[src/rtl/pswallow_pkg.sv]
package pswallow_pkg;

  parameter int unsigned MAIN_W = 11;
  parameter int unsigned SWAL_W = 5;
  parameter int unsigned REFC_W = 11;

  typedef struct packed {
    logic [MAIN_W-1:0] main_cnt;
    logic [SWAL_W-1:0] swal_cnt;
    logic [REFC_W-1:0] refc_cnt;
  } ratio_t;

endpackage

[src/rtl/psd_rst_sync.sv]
module psd_rst_sync #(
  parameter int unsigned STAGES = 2
) (
  input  logic clk,
  input  logic rst_n,
  output logic rst_ns
);

  logic [STAGES-1:0] sync_q;

  always_ff @(posedge clk or negedge rst_n) begin
    if (!rst_n) sync_q <= '0;
    else        sync_q <= {sync_q[STAGES-2:0], 1'b1};
  end

  assign rst_ns = sync_q[STAGES-1];

endmodule

[src/rtl/psd_cfg_shadow.sv]
module psd_cfg_shadow
  import pswallow_pkg::*;
#(
  parameter int unsigned DEF_MAIN    = 4,
  parameter int unsigned DEF_SWALLOW = 2,
  parameter int unsigned DEF_REF     = 5
) (
  input  logic              clk,
  input  logic              rst_ns,
  input  logic              cfg_wr,
  input  logic [MAIN_W-1:0] cfg_main,
  input  logic [SWAL_W-1:0] cfg_swallow,
  input  logic [REFC_W-1:0] cfg_ref,
  output ratio_t            shadow,
  output logic              cfg_err
);

  ratio_t shadow_q, shadow_d;
  logic   err_q, err_d;
  logic   wr_bad;

  always_comb begin
    wr_bad = (cfg_main == '0) || (cfg_ref == '0) ||
             ({{(MAIN_W > SWAL_W ? 1 : 0){1'b0}}, cfg_main} <
              {{(MAIN_W > SWAL_W ? MAIN_W - SWAL_W + 1 : 1){1'b0}}, cfg_swallow});
    shadow_d = shadow_q;
    err_d    = err_q;
    if (cfg_wr) begin
      if (wr_bad) begin
        err_d = 1'b1;
      end else begin
        err_d             = 1'b0;
        shadow_d.main_cnt = cfg_main;
        shadow_d.swal_cnt = cfg_swallow;
        shadow_d.refc_cnt = cfg_ref;
      end
    end
  end

  always_ff @(posedge clk or negedge rst_ns) begin
    if (!rst_ns) begin
      shadow_q.main_cnt <= MAIN_W'(DEF_MAIN);
      shadow_q.swal_cnt <= SWAL_W'(DEF_SWALLOW);
      shadow_q.refc_cnt <= REFC_W'(DEF_REF);
      err_q             <= 1'b0;
    end else begin
      shadow_q <= shadow_d;
      err_q    <= err_d;
    end
  end

  assign shadow  = shadow_q;
  assign cfg_err = err_q;

  AST_REJECT_HOLDS: assert property (@(posedge clk) disable iff (!rst_ns)
    (cfg_wr && wr_bad) |=> (cfg_err && $stable(shadow_q)));

  AST_ACCEPT_CLEARS: assert property (@(posedge clk) disable iff (!rst_ns)
    (cfg_wr && !wr_bad) |=> !cfg_err);

endmodule

[src/rtl/psd_swallow_ctr.sv]
module psd_swallow_ctr
  import pswallow_pkg::*;
#(
  parameter int unsigned DEF_MAIN    = 4,
  parameter int unsigned DEF_SWALLOW = 2
) (
  input  logic              clk,
  input  logic              rst_ns,
  input  logic              pre_tick,
  input  logic [MAIN_W-1:0] sh_main,
  input  logic [SWAL_W-1:0] sh_swal,
  output logic              mod_sel,
  output logic              fb_pulse
);

  logic [MAIN_W-1:0] main_left_q, main_left_d;
  logic [SWAL_W-1:0] swal_left_q, swal_left_d;
  logic              fb_q;
  logic              term_cnt;

  always_comb begin
    term_cnt    = pre_tick && (main_left_q == '0);
    main_left_d = main_left_q;
    swal_left_d = swal_left_q;
    if (term_cnt) begin
      main_left_d = sh_main - 1'b1;
      swal_left_d = sh_swal;
    end else if (pre_tick) begin
      main_left_d = main_left_q - 1'b1;
      if (swal_left_q != '0) swal_left_d = swal_left_q - 1'b1;
    end
  end

  always_ff @(posedge clk or negedge rst_ns) begin
    if (!rst_ns) begin
      main_left_q <= MAIN_W'(DEF_MAIN - 1);
      swal_left_q <= SWAL_W'(DEF_SWALLOW);
      fb_q        <= 1'b0;
    end else begin
      main_left_q <= main_left_d;
      swal_left_q <= swal_left_d;
      fb_q        <= term_cnt;
    end
  end

  assign mod_sel  = (swal_left_q != '0);
  assign fb_pulse = fb_q;

  AST_SWALLOW_BOUND: assert property (@(posedge clk) disable iff (!rst_ns)
    int'(swal_left_q) <= int'(main_left_q) + 1);

  AST_FB_AFTER_TICK: assert property (@(posedge clk) disable iff (!rst_ns)
    fb_pulse |-> $past(pre_tick));

  AST_FB_IDLE_HOLD: assert property (@(posedge clk) disable iff (!rst_ns)
    !pre_tick |=> ($stable(main_left_q) && $stable(swal_left_q)));

endmodule

[src/rtl/psd_ref_ctr.sv]
module psd_ref_ctr
  import pswallow_pkg::*;
#(
  parameter int unsigned DEF_REF = 5
) (
  input  logic              clk,
  input  logic              rst_ns,
  input  logic              xtal_tick,
  input  logic [REFC_W-1:0] sh_ref,
  output logic              ref_pulse
);

  logic [REFC_W-1:0] ref_left_q, ref_left_d;
  logic              ref_q;
  logic              ref_tc;

  always_comb begin
    ref_tc     = xtal_tick && (ref_left_q == '0);
    ref_left_d = ref_left_q;
    if (ref_tc)         ref_left_d = sh_ref - 1'b1;
    else if (xtal_tick) ref_left_d = ref_left_q - 1'b1;
  end

  always_ff @(posedge clk or negedge rst_ns) begin
    if (!rst_ns) begin
      ref_left_q <= REFC_W'(DEF_REF - 1);
      ref_q      <= 1'b0;
    end else begin
      ref_left_q <= ref_left_d;
      ref_q      <= ref_tc;
    end
  end

  assign ref_pulse = ref_q;

  AST_REF_AFTER_TICK: assert property (@(posedge clk) disable iff (!rst_ns)
    ref_pulse |-> $past(xtal_tick));

  AST_REF_IDLE_HOLD: assert property (@(posedge clk) disable iff (!rst_ns)
    !xtal_tick |=> $stable(ref_left_q));

endmodule

[src/rtl/pswallow_divider.sv]
module pswallow_divider
  import pswallow_pkg::*;
#(
  parameter int unsigned DEF_MAIN    = 4,
  parameter int unsigned DEF_SWALLOW = 2,
  parameter int unsigned DEF_REF     = 5,
  parameter int unsigned SYNC_STAGES = 2
) (
  input  logic              clk,
  input  logic              rst_n,
  input  logic              pre_tick,
  input  logic              xtal_tick,
  input  logic              cfg_wr,
  input  logic [MAIN_W-1:0] cfg_main,
  input  logic [SWAL_W-1:0] cfg_swallow,
  input  logic [REFC_W-1:0] cfg_ref,
  output logic              mod_sel,
  output logic              fb_pulse,
  output logic              ref_pulse,
  output logic              cfg_err
);

  logic   rst_ns;
  ratio_t shadow;

  psd_rst_sync #(.STAGES(SYNC_STAGES)) u_rst_sync (
    .clk    (clk),
    .rst_n  (rst_n),
    .rst_ns (rst_ns)
  );

  psd_cfg_shadow #(
    .DEF_MAIN    (DEF_MAIN),
    .DEF_SWALLOW (DEF_SWALLOW),
    .DEF_REF     (DEF_REF)
  ) u_cfg (
    .clk         (clk),
    .rst_ns      (rst_ns),
    .cfg_wr      (cfg_wr),
    .cfg_main    (cfg_main),
    .cfg_swallow (cfg_swallow),
    .cfg_ref     (cfg_ref),
    .shadow      (shadow),
    .cfg_err     (cfg_err)
  );

  psd_swallow_ctr #(
    .DEF_MAIN    (DEF_MAIN),
    .DEF_SWALLOW (DEF_SWALLOW)
  ) u_swallow (
    .clk      (clk),
    .rst_ns   (rst_ns),
    .pre_tick (pre_tick),
    .sh_main  (shadow.main_cnt),
    .sh_swal  (shadow.swal_cnt),
    .mod_sel  (mod_sel),
    .fb_pulse (fb_pulse)
  );

  psd_ref_ctr #(.DEF_REF(DEF_REF)) u_ref (
    .clk       (clk),
    .rst_ns    (rst_ns),
    .xtal_tick (xtal_tick),
    .sh_ref    (shadow.refc_cnt),
    .ref_pulse (ref_pulse)
  );

endmodule

[config.mk]
export PLATFORM = sky130hd
export DESIGN_NAME = pswallow_divider
export DESIGN_NICKNAME = d
export VERILOG_FILES = /design/src/rtl/pswallow_pkg.sv /design/src/rtl/psd_rst_sync.sv /design/src/rtl/psd_cfg_shadow.sv /design/src/rtl/psd_swallow_ctr.sv /design/src/rtl/psd_ref_ctr.sv /design/src/rtl/pswallow_divider.sv
export SDC_FILE = /design/constraint.sdc
export NUM_CORES = 1
export LEC_CHECK = 0
export ABC_CLOCK_PERIOD_IN_PS = 1800
export BUFFER_PORTS_ARGS = -buffer_cell sky130_fd_sc_hd__buf_2
export CORE_ASPECT_RATIO = 1.25
export CORE_MARGIN = 3
export CORE_UTILIZATION = 30
export CTS_CLUSTER_SIZE = 28
export DETAILED_ROUTE_END_ITERATION = 10
export PLACE_DENSITY = 0.47
export SYNTH_ARGS = -nofsm -noshare
export SYNTH_HDL_FRONTEND = slang
export SYNTH_SLANG_ARGS = --single-unit
[constraint.sdc]
create_clock -name clk -period 1.8 [get_ports clk]
set_clock_uncertainty 0.2 [all_clocks]
set_input_delay 0.18 -clock clk [delete_from_list [all_inputs] [get_ports clk]]
set_output_delay 0.18 -clock clk [all_outputs]
set_load 0.01 [all_outputs]
[Word-level counts from Yosys, hierarchy flattened]
Cells that the tools add are included.
Storage, ports and cells
  bits in registers: 59
  bits of input ports: 32
  output and inout port bits: 4
  word-level logic and storage cells: 39
Cells by class
  add/sub/neg operators: 5
  order comparisons: 1
  multiplexer cells: 8
  bitwise gates (word level): 1
  reduce and logical (&&, ||, !) cells: 14
Operators with widths (number)
  logical NOT 11 bit: 4
  two-way mux 11 bit: 4
  subtractor 11 x 1 -> 11 bit, second input constant: 4
  two-way mux 5 bit: 3
  < comparator 11 x 5 -> 1 bit: 1
  nonzero test 2 bit: 3
  nonzero test 5 bit: 1
  subtractor 5 x 1 -> 5 bit, second input constant: 1
  AND reduction 2 bit: 2
  logical AND 1 bit: 2
  logical OR 1 bit: 2
  two-way mux 1 bit: 1
  NOT 1 bit: 1

[Logic depth before layout (Yosys ltp)]
Gate-level depths: netlist of run 1.
  depth in word-level cells: 5
  depth in mapped cells: 12
  mapped depth without buffers: 10

[Modules after synthesis]
A second synthesis of run 1 with hierarchy kept.
Second synthesis, totals
  cell total of the unflattened synthesis: 319
  area, all modules: 3417.0 sq um
Modules (own cells, without submodules)
  psd_cfg_shadow: instances 1, cells each 82, area an instance 1298.7 sq um, sequential area each 705.7 sq um
  psd_swallow_ctr: instances 1, cells each 134, area an instance 1166.1 sq um, sequential area each 429.2 sq um
  psd_ref_ctr: instances 1, cells each 100, area an instance 898.4 sq um, sequential area each 301.5 sq um
  psd_rst_sync: instances 1, cells each 3, area an instance 53.8 sq um, sequential area each 50.0 sq um

[Worst setup path after synthesis of run 1]
Ideal clock, no wire load.
  path type: reg-to-reg
  start: reg u_swallow.main_left_q[1]
  end: reg u_swallow.main_left_q[6]
  setup time: 129 ps
  arrival time: 2698 ps
  required time: 1471 ps
  path slack: -1227 ps
  cell stages (with the launch flop): 13
  path buffers: 2
  period minus slack after synthesis: 3027 ps
  cells stage by stage: dfstp_2 > nor4_1 > nand4_1 > inv_1 > buf_4 > buf_2 > a21oi_1 > ha_1 > or4b_2 > o41ai_1 > a21oi_1 > a31oi_1 > o21ai_0
Between the ends
  word-level cells in the longest chain between the ends: 3
  elaborated cells on any way between the ends: 6
  classes of those cells: add/sub: 1; mux: 2; reduce/logical: 3
Ends and longest elaborated chain
  start, declared: line psd_swallow_ctr.sv:16  | logic [MAIN_W-1:0] main_left_q, main_left_d;
  start signal, assigned: line psd_swallow_ctr.sv:36  | main_left_q <= MAIN_W'(DEF_MAIN - 1);
  start signal, assigned: line psd_swallow_ctr.sv:40  | main_left_q <= main_left_d;
  logical NOT 11 bit (*): line psd_swallow_ctr.sv:22  | term_cnt = pre_tick && (main_left_q == '0);
  logical AND 1 bit (*): line psd_swallow_ctr.sv:22
  net u_swallow.term_cnt: line psd_swallow_ctr.sv:19  | logic term_cnt;
  two-way mux 11 bit / nonzero test 2 bit (equally long branches)
Mark *: on every way through the listed nets, which the timed path passes. The rest lies on a longest branch. The select of a mux whose other input is x is not followed.
A chain may end at the register's enable or synchronous reset.

[Worst setup path after layout of run 1]
  start: reg u_swallow.main_left_q[0]
  end: reg u_swallow.main_left_q[6]
Between the ends
  word-level cells in the longest chain between the ends: 3
  elaborated cells on any way between the ends: 6
  classes of those cells: add/sub: 1; mux: 2; reduce/logical: 3
Ends and longest elaborated chain (line)
  subtractor 11 x 1 -> 11 bit / logical NOT 11 bit (equally long branches): psd_swallow_ctr.sv:29, psd_swallow_ctr.sv:22
  two-way mux 11 bit / logical AND 1 bit (equally long branches): psd_swallow_ctr.sv:28, psd_swallow_ctr.sv:22
  two-way mux 11 bit / nonzero test 2 bit (equally long branches)
Parallel ways exist; a longest one is shown, timed or not. The select of a mux whose other input is x is not followed.

==> reports/summary.txt, run 1 <==
outcome -> complete, but fails checks
violated checks -> setup timing
Worst R2R Path Depth -> 10
yosys warns -> 0
largest net degree at the start of global routing -> 38
core area -> 10,700 um^2
num rows -> 42
worst hold slack -> 0.0226 ns
commonest non-fill, non-tap cell in the layout -> buf_4
Ports -> 36
Worst Path Max Fanout -> 3
Seq. cell area -> 1490 um^2
fillers -> 945
worst-margin pin slew -> 0.544 ns
synth unique cells -> 60
CTS tree -> built
antenna violations before repair -> 0
DRT antenna net count -> 0
number of enable flip-flop cells after synthesis -> 0
WL/cell -> 16.9 um
max-cap violation count -> 0
#FFs+latches synth -> 59
Critical Path End -> u_swallow.main_left_q[6]$_DFFE_PN0P_
Worst R2R Start -> u_swallow.main_left_q[0]$_DFFE_PN1P_
share of layout cells above drive strength 1 -> 0.533
fin cells -> 654
Reg-to-Reg End -> u_swallow.main_left_q[6]$_DFFE_PN0P_
startpoint types -> register
Primary FF master, synth -> dfrtp_1
Port Buffers -> 35
fmax -> 400 MHz
Setup crit start -> u_swallow.main_left_q[0]$_DFFE_PN1P_
leading area contributor after synthesis -> dfrtp_1
critical path required time -> 1.81 ns
# DRC -> 0
global-route wire length before repair -> 16.8 mm
Register-to-Register Setup Slack -> -0.70 ns
TritonCTS Buffers -> 9
Clock Pin Slew Worst Setup and Hold Paths -> 0.05 ns
Hold Vio Cnt, Final -> 0
Synth area leaders -> dfrtp_1, dfstp_2, mux2_4, o21ai_0, mux2_2
Tot GR Track Use -> 0.177
Final Util -> 0.537
root buf cell -> clkbuf_16
CP Class -> register to register
Via density -> 5.14
CP cell instances -> nor4_4, nand4_1, inv_2, a21oi_2, ha_2, or4b_4, o41ai_2, a21oi_1, a31oi_1, o21ai_1
post-synthesis area per instance -> 10.1 um^2
critical path endpoint category -> register
Worst Path Arrival -> 2.51 ns
TritonRoute pass-1 iters -> 4
Multi-input gate area -> 2150 um^2
worst skew pair latency -> 0.33 ns
overall die area -> 12,300 um^2
setup TNS -> -16.81 ns
via count -> 3,363
Sink Count -> 59
unrepaired setup endpoints after global routing -> yes
peak supply drop -> 0.563 mV
detailed placement HPWL -> 6.98 mm
Slew HR -> 0.635
Die Height -> 123 um
Layout Nets -> 557
min-delay worst type -> input port to register
asr flop ratio synth -> 1.00
deepest clock path buffer count -> 2
post-synth top area share -> 0.387
Pwr Density -> 1180 nW/um^2
area grow syn2layout -> 73.6%
post-synthesis cell count -> 327
vias in the first global route -> 3,393
Antenna Cells -> 0
total number of H-tree levels -> 3
most frequent cells in the layout -> buf_4, dfrtp_1, buf_2
Final WS setup -> -0.701 ns
CP max-delay cell -> dfstp_2
Cells after DPL -> 566
Starting Density -> 0.309
Mapped Area -> 3300 um^2
initial drt markers -> 66
critical path's largest stage delay -> 0.55 ns
P_leak -> 2.58 nW
syn_nets -> 367
Seq/Total Area, Yosys -> 0.451
grt total ovfl -> 0
Finish-stage setup viols -> 54
GPL Wtd Cong -> 0.866
Tcrit/Tclk final -> 1.39
fin crit period -> 2.50 ns
max-slew violations -> 0
drt total wl -> 11.0 mm
die width -> 99.8 um
==> worst max-delay path: cells and delay by family (launching register included) <==
kind | cells | cell delay [ns]
adder cells (fa/ha/maj) | 1 | 0.19
buffers and inverters | 1 | 0.07
AND/OR/NAND/NOR | 3 | 0.65
AO/OA/AOI/OAI | 5 | 0.71
flip-flops | 1 | 0.55
==> layout make-up <==
| cell class | instances | share of cell area |
|---|---|---|
| multi-input combinational | 242 | 0.376 |
| inverter | 16 | 0.0105 |
| sequential | 59 | 0.260 |
| clock buffer | 16 | 0.0544 |
| tap | 132 | 0.0288 |
| timing repair buffer | 189 | 0.270 |
==> sequential cells by signal, summed over array words and instances (netlist names) <==
signal / flops
u_swallow.swal_left_q: 5
u_cfg.cfg_err: 1
u_swallow.main_left_q: 11
u_rst_sync.sync_q: 2
u_ref.ref_pulse: 1
u_cfg.shadow: 27
u_swallow.fb_pulse: 1
u_ref.ref_left_q: 11
==> power breakdown <==
group / switching (mW) / internal [mW]
Clock: 0.603 / 1.16
Sequential: 0.275 / 1.73
Combinational: 1.38 / 1.60
Total: 2.26 / 4.49
==> stage by stage <==
| stage | total power, mW | area, um^2 | setup slack [ns] |
|---|---|---|---|
| 6_report | 6.75 | 5730 | -0.701 |
| 5_1_grt | 7.19 | 5730 | -0.819 |
| 4_1_cts | 6.55 | 5380 | -0.701 |
| 3_5_place_dp | 4.38 | 4370 | -0.827 |
| 3_3_place_gp | 4.34 | 4370 | -0.785 |
| 2_1_floorplan | 3.30 | 3490 | -0.967 |
==> how the worst min path moves through the flow <==
stage / startpoint / to / slack (ns) / depth (start not counted)
floorplan: rst_n / u_rst_sync.sync_q[0]$_DFF_PN0_ / -0.32 / 0
global placement: rst_n / u_rst_sync.sync_q[0]$_DFF_PN0_ / -0.23 / 1
detailed placement: rst_n / u_rst_sync.sync_q[0]$_DFF_PN0_ / -0.23 / 1
CTS: cfg_main[1] / u_cfg.shadow[17]$_DFFE_PN0P_ / 0.02 / 3
global route: cfg_main[1] / u_cfg.shadow[17]$_DFFE_PN0P_ / 0.03 / 3
finish: cfg_main[1] / u_cfg.shadow[17]$_DFFE_PN0P_ / 0.02 / 3
==> synthesized netlist by cell type, types with 3 or more instances <==
cell / count
o211ai_1: 3
inv_1: 16
mux2_2: 10
nand3_1: 13
a31oi_1: 5
clkbuf_1: 6
a211oi_1: 3
nand2b_1: 4
a21o_1: 3
nor3_1: 12
nor3b_1: 3
dfstp_2: 8
a21oi_1: 19
nor2_1: 24
nand2_1: 21
xor2_1: 3
o41ai_1: 4
nor4_1: 7
nor2b_1: 3
mux2_4: 14
or4_1: 6
o2bb2ai_1: 4
ha_1: 8
o21ai_0: 25
dfrtp_1: 51
or3_1: 8
==> metal layers <==
metal | routed length, um | up-vias | GRT usage
met3 | 358 | 21 | 0.0457
met5 | 0 | - | 0
met4 | 301 | 0 | 0.0769
li1 | - | 1604 | -
met1 | 4440 | 1674 | 0.202
met2 | 5930 | 64 | 0.312
==> repair_timing <==
action | 4_1_cts | 5_1_grt
setup endpoints to repair | 54 | 57
hold endpoints to repair | 29 | 0
gates resized for setup | 54 | 44
hold buffers | 29 | 0
pin swaps | 19 | 28
gates cloned | 3 | 3
buffers inserted | 21 | 21
==> cell families after synthesis <==
family          Yosys count  share of synthesized area
fa+ha+maj                 8                     0.0304
flops                    59                      0.451
buf+inv                  29                     0.0455
simple gates            113                      0.184
xor+xnor                  4                     0.0106
other cells               1                    0.00114
compound gates           87                      0.174
mux                      26                      0.104
No activity file was read; power rests on OpenSTA's default activity.
==> inputs of run 2 (changes only) <==
--- a/config.mk
+++ b/config.mk
@@ -7,12 +7,14 @@
 export LEC_CHECK = 0
 export ABC_CLOCK_PERIOD_IN_PS = 1800
 export BUFFER_PORTS_ARGS = -buffer_cell sky130_fd_sc_hd__buf_2
+export CELL_PAD_IN_SITES_DETAIL_PLACEMENT = 1
+export CELL_PAD_IN_SITES_GLOBAL_PLACEMENT = 1
 export CORE_ASPECT_RATIO = 1.25
 export CORE_MARGIN = 3
 export CORE_UTILIZATION = 30
 export CTS_CLUSTER_SIZE = 28
 export DETAILED_ROUTE_END_ITERATION = 10
-export PLACE_DENSITY = 0.47
+export PLACE_DENSITY = 0.57
 export SYNTH_ARGS = -nofsm -noshare
 export SYNTH_HDL_FRONTEND = slang
 export SYNTH_SLANG_ARGS = --single-unit
==> run 2 against run 1 <==
The flow still finishes with violations (setup timing). Flip-flop and latch count stayed put. Non-clock buffer count is 14 higher. Global-route usage is 3.8 points higher. Sequential power is 2% higher. Worst hold slack worse by 0.0042 ns. Register-to-register slack worse by 0.10 ns. Wire length is 23% higher.
==> reports/summary.txt, run 2 (synthesis results as in run 1) <==
outcome -> complete, but fails checks
violated checks -> setup timing
via count -> 3,513
vias in the first global route -> 3,942
worst hold slack -> 0.0183 ns
Reg-to-Reg End -> u_swallow.main_left_q[6]$_DFFE_PN0P_
most frequent cells in the layout -> buf_4, dfrtp_1, buf_2
switch share -> 0.341
TritonCTS Buffers -> 9
fin crit period -> 2.61 ns
switching power -> 2.57 mW
largest net degree at the start of global routing -> 24
Starting Density -> 0.309
num rows -> 42
# DRC -> 0
fillers -> 1,171
Die Height -> 123 um
Sequential Power Share -> 0.271
deepest clock path buffer count -> 2
DRT antenna net count -> 0
max-slew violations -> 0
placed cell areas -> 4480 um^2
root buf cell -> clkbuf_16
commonest non-fill, non-tap cell in the layout -> buf_4
CP Class -> register to register
critical path's largest stage delay -> 0.56 ns
peak supply drop -> 0.559 mV
Via density -> 5.26
worst-margin pin slew -> 0.680 ns
Worst R2R Path Depth -> 10
Setup crit start -> u_swallow.main_left_q[0]$_DFFE_PN1P_
critical path required time -> 1.82 ns
unrepaired setup endpoints after global routing -> yes
Cells after DPL -> 578
fmax -> 384 MHz
clock share of power -> 0.279
Final Total Pwr -> 7.54 mW
Multi-input gate area -> 2190 um^2
Port Buffers -> 35
Int Pwr -> 4.97 mW
Worst R2R Start -> u_swallow.main_left_q[0]$_DFFE_PN1P_
CP cell instances -> nor4_4, nand4_1, inv_2, a21oi_2, ha_4, or4b_4, o41ai_2, a21oi_1, a31oi_1, o21ai_1
max-cap violation count -> 0
Seq. cell area -> 1490 um^2
Clock Pin Slew Worst Setup and Hold Paths -> 0.06 ns
Worst Path Arrival -> 2.63 ns
Design Area, Final -> 6020 um^2
min-delay worst type -> register to async pin
startpoint types -> register
max reg flops -> 27
Place WS -> -0.933 ns
worst skew pair latency -> 0.34 ns
drt total wl -> 13.5 mm
Hold Vio Cnt, Final -> 0
die width -> 99.8 um
Worst Path Max Fanout -> 3
WL/cell -> 20.2 um
Pwr Density -> 1250 nW/um^2
Slew HR -> 0.544
antenna violations before repair -> 0
Register-to-Register Setup Slack -> -0.81 ns
Tcrit/Tclk final -> 1.45
GPL Wtd Cong -> 0.816
Finish-stage setup viols -> 55
Sink Count -> 59
core area -> 10,700 um^2
detailed placement HPWL -> 8.05 mm
CTS tree -> built
Tot GR Track Use -> 0.216
initial drt markers -> 98
critical path endpoint category -> register
Layout Nets -> 571
Ports -> 36
TritonRoute pass-1 iters -> 4
fin cells -> 668
grt total ovfl -> 0
share of layout cells above drive strength 1 -> 0.558
CP max-delay cell -> dfstp_2
total number of H-tree levels -> 3
Final WS setup -> -0.806 ns
Combinational Power Share -> 0.450
Antenna Cells -> 0
area grow syn2layout -> 82.4%
global-route wire length before repair -> 20.3 mm
overall die area -> 12,300 um^2
P_leak -> 2.69 nW
==> run 2: changes by cell type in the layout (fill, tap and decap cells not counted), sizes merged <==
cell	previous run	this run
buf	158	174
clkbuf	18	13
bufinv	0	3
clkinv	0	1
dlygate4sd3	29	28
==> run 2: worst max path at each step <==
stage,slack [ns],endpoint
2_1_floorplan,-0.97,u_swallow.main_left_q[6]$_DFFE_PN0P_
3_3_place_gp,-0.81,u_swallow.main_left_q[6]$_DFFE_PN0P_
3_5_place_dp,-0.93,u_swallow.main_left_q[6]$_DFFE_PN0P_
4_1_cts,-0.75,u_swallow.main_left_q[6]$_DFFE_PN0P_
5_1_grt,-0.96,u_swallow.main_left_q[6]$_DFFE_PN0P_
6_report,-0.81,u_swallow.main_left_q[6]$_DFFE_PN0P_
==> run 2: layout make-up <==
type	instances	area share
multi-input cells	242	0.364
repair buffers	203	0.291
flip-flops and latches	59	0.247
clock buffers	12	0.0443
well taps	132	0.0274
clock inverters	4	0.0158
inverters	16	0.00998
==> run 2: metal layers <==
metal | vias up | share of wire | global-route usage
met4 | 0 | 0.046 | 0.108
met2 | 69 | 0.57 | 0.410
met1 | 1767 | 0.36 | 0.226
met5 | - | 0 | 0
met3 | 40 | 0.029 | 0.0367
li1 | 1637 | - | -
==> run 2: through the flow <==
step	util	setup TNS, ns
CTS	0.532	-16.54
global route	0.564	-23.83
floorplan	-	-18.99
global placement	0.420	-29.75
finish	0.564	-20.16
detailed placement	0.420	-31.74
==> run 2: worst max-delay path: cells and delay by family (launching register included) <==
| kind | cells | cell delay [ns] |
|---|---|---|
| adders and majority gates | 1 | 0.15 |
| and+or+nand+nor | 3 | 0.68 |
| DFF | 1 | 0.56 |
| buffers and inverters | 1 | 0.09 |
| AOI/OAI and AO/OA | 5 | 0.80 |
==> run 2: power by group through the flow <==
| stage | registers [mW] | clock network [mW] | logic, mW |
|---|---|---|---|
| after floorplan | 2.13 | 0 | 1.16 |
| after global placement | 2.01 | 0 | 2.39 |
| final | 2.04 | 2.11 | 3.39 |
| after detailed placement | 2.03 | 0 | 2.49 |
| after global routing | 2.09 | 2.20 | 3.66 |
| after CTS | 2.02 | 2.15 | 3.08 |
==> run 2: repair_timing <==
action	in CTS	in global routing
endpoints found under the hold margin	28	0
pin swaps	27	20
hold buffers	28	0
gates cloned	3	1
endpoints found under the setup margin	54	57
gates resized for setup	78	37
buffers inserted	30	22
==> inputs of run 3 (changes only) <==
--- a/config.mk
+++ b/config.mk
@@ -14,7 +14,8 @@
 export CORE_UTILIZATION = 30
 export CTS_CLUSTER_SIZE = 28
 export DETAILED_ROUTE_END_ITERATION = 10
-export PLACE_DENSITY = 0.57
+export PLACE_DENSITY = 0.56
 export SYNTH_ARGS = -nofsm -noshare
 export SYNTH_HDL_FRONTEND = slang
+export SYNTH_HIERARCHICAL = 1
 export SYNTH_SLANG_ARGS = --single-unit
==> run 3 against run 2 <==
The run ends with hold timing, setup timing left. Utilization down 1.6 points. Worst hold slack lost 0.020 ns. Via count shrank 0.91%. Critical path depth shrank 1. Non-clock buffer count is 6 lower. First-iteration DRC count grew 52%. Maximum frequency rose by 5.9%. Register-to-register slack better by 0.14 ns. Count of clock-buffer cells in the layout rose by 3. Synthesized area is 3.6% higher. Die area up 3.4%. Sequential share of layout area up 0.24 points. Highest routed layer unchanged.
==> reports/summary.txt, run 3 <==
peak supply drop -> 0.575 mV
detailed placement HPWL -> 8.37 mm
Starting Density -> 0.314
TritonCTS Buffers -> 9
drt total wl -> 13.6 mm
root buf cell -> clkbuf_16
core area -> 10,900 um^2
fin cells -> 653
# DRC -> 0
startpoint types -> register
met1 Use GR -> 0.233
unrepaired setup endpoints after global routing -> yes
post-synthesis area per instance -> 10.7 um^2
fmax -> 406 MHz
synth unique cells -> 64
placed cell areas -> 4640 um^2
min-delay worst type -> register to async pin
fillers -> 1,175
initial drt markers -> 149
overall die area -> 12,700 um^2
most frequent cells in the layout -> buf_4, dfrtp_1, buf_2
number of enable flip-flop cells after synthesis -> 0
P_leak -> 2.60 nW
Design Area, Final -> 5960 um^2
CP Class -> register to register
TritonRoute pass-1 iters -> 4
share of layout cells above drive strength 1 -> 0.553
Worst Path Max Fanout -> 3
Finish-stage setup viols -> 45
Mapped Area -> 3420 um^2
critical path endpoint category -> register
Cells after DPL -> 576
global route hottest layer -> met2
most numerous cell in the Yosys netlist -> dfrtp_1
M2 GR Usage -> 0.389
Worst R2R Path Depth -> 9
vias in the first global route -> 4,065
largest net degree at the start of global routing -> 29
Slew HR -> 0.619
#FFs+latches synth -> 59
global-route wire length before repair -> 20.8 mm
post-synth top area share -> 0.373
via count -> 3,481
Sequential Power Share -> 0.277
WL/cell -> 20.8 um
switching power -> 2.53 mW
max-slew violations -> 0
antenna violations before repair -> 0
Worst Path Arrival -> 2.45 ns
critical path required time -> 1.79 ns
post-synthesis cell count -> 319
Tot GR Track Use -> 0.212
worst skew pair latency -> 0.34 ns
area grow syn2layout -> 74.4%
asr flop ratio synth -> 1.00
syn_nets -> 359
worst hold slack -> -0.00177 ns
violated checks -> hold timing, setup timing
met3 usage -> 0.0301
Port Buffers -> 35
Via density -> 5.33
Ports -> 36
Sink Count -> 59
Post-synth top cells -> dfrtp_1, nor2_1, nand2_1
Tcrit/Tclk final -> 1.37
die width -> 101 um
Layout Nets -> 556
Int Pwr -> 4.66 mW
leading area contributor after synthesis -> dfrtp_1
Seq/Total Area, Yosys -> 0.435
worst-margin pin slew -> 0.566 ns
total number of H-tree levels -> 3
Hold Vio Cnt, Final -> 4
max reg flops -> 27
DRT antenna net count -> 0
CTS tree -> built
Reg-to-Reg End -> u_swallow/main_left_q[8]$_DFFE_PN0P_
grt total ovfl -> 0
outcome -> complete, but fails checks
num rows -> 42
yosys warns -> 6
Antenna Cells -> 0
Setup crit start -> u_swallow/main_left_q[8]$_DFFE_PN0P_
clock share of power -> 0.259
deepest clock path buffer count -> 2
GPL Wtd Cong -> 0.830
Die Height -> 125 um
Pwr Density -> 1210 nW/um^2
Final WS setup -> -0.661 ns
Primary FF master, synth -> dfrtp_1
Clock Pin Slew Worst Setup and Hold Paths -> 0.05 ns
Worst R2R Start -> u_swallow/main_left_q[8]$_DFFE_PN0P_
Register-to-Register Setup Slack -> -0.66 ns
max-cap violation count -> 0
Synth area leaders -> dfrtp_1, mux2_4, dfstp_2, mux2_2, ha_1
Combinational Power Share -> 0.464
fin crit period -> 2.46 ns
switch share -> 0.352
commonest non-fill, non-tap cell in the layout -> buf_4
==> run 3: final cells by class <==
class                      count  area [um^2]  area share
sequential                    59         1490       0.250
clock buffer                  15          288      0.0483
tap                          132          165      0.0277
clock inverter                 1         30.0     0.00504
multi-input combinational    241         2250       0.378
inverter                       8         40.0     0.00672
timing repair buffer         197         1690       0.284
==> run 3: worst max path at each step <==
stage	cells after the start	slack, ns	end
after global placement	7	-0.52	u_swallow/main_left_q[10]$_DFFE_PN0P_
final	9	-0.66	u_swallow/main_left_q[8]$_DFFE_PN0P_
after global routing	9	-0.72	u_swallow/main_left_q[8]$_DFFE_PN0P_
after floorplan	11	-0.73	u_swallow/main_left_q[8]$_DFFE_PN0P_
after CTS	5	-0.55	u_swallow/main_left_q[7]$_DFFE_PN0P_
after detailed placement	7	-0.59	u_swallow/main_left_q[10]$_DFFE_PN0P_
==> run 3: routing by layer <==
metal | wire length (um) | part of all wire
met5 | 0 | 0
met4 | 316 | 0.023
met3 | 226 | 0.017
met2 | 7510 | 0.55
met1 | 5560 | 0.41
==> run 3: worst max-delay path, stage by stage, from the launching register on <==
cell	delay [ns]
dfrtp_1	0.38
or4_4	0.58
nor4_4	0.20
buf_4	0.20
a21oi_4	0.06
ha_4	0.17
nor2b_4	0.13
nand4_1	0.16
nand2b_1	0.15
o211ai_1	0.10
==> run 3: power by group through the flow <==
stage / logic, mW / clock network, mW / registers [mW]
2_1_floorplan: 1.29 / 0 / 2.07
3_3_place_gp: 2.50 / 0 / 1.96
3_5_place_dp: 2.57 / 0 / 1.97
4_1_cts: 2.94 / 1.89 / 1.97
5_1_grt: 3.58 / 1.96 / 2.03
6_report: 3.34 / 1.86 / 1.99
==> run 3: what timing repair did <==
| action | CTS | global route |
|---|---|---|
| gates resized for setup | 59 | 41 |
| pin swaps | 11 | 18 |
| hold buffers | 28 | 1 |
| gates cloned | 4 | 1 |
| endpoints found under the setup margin | 49 | 53 |
| buffers inserted | 15 | 17 |
| endpoints found under the hold margin | 28 | 1 |
==> run 3: cell families after synthesis <==
group | count (synthesis) | synth area share
and+or+nand+nor | 119 | 0.206
xor gates and xnor gates | 1 | 0.00256
adders and majority gates | 8 | 0.0293
muxes | 30 | 0.115
buffers and inverters | 19 | 0.0333
other | 1 | 0.00110
AOI/OAI and AO/OA | 82 | 0.178
DFF | 59 | 0.435
==> run 3: metrics by stage <==
stage / total power, mW / setup TNS, ns / setup WS (ns) / utilization
floorplan: 3.36 / -15.68 / -0.732 / -
global placement: 4.46 / -20.34 / -0.523 / 0.426
detailed placement: 4.54 / -21.58 / -0.586 / 0.426
CTS: 6.81 / -11.25 / -0.553 / 0.524
global route: 7.58 / -16.59 / -0.723 / 0.548
finish: 7.19 / -13.92 / -0.661 / 0.548
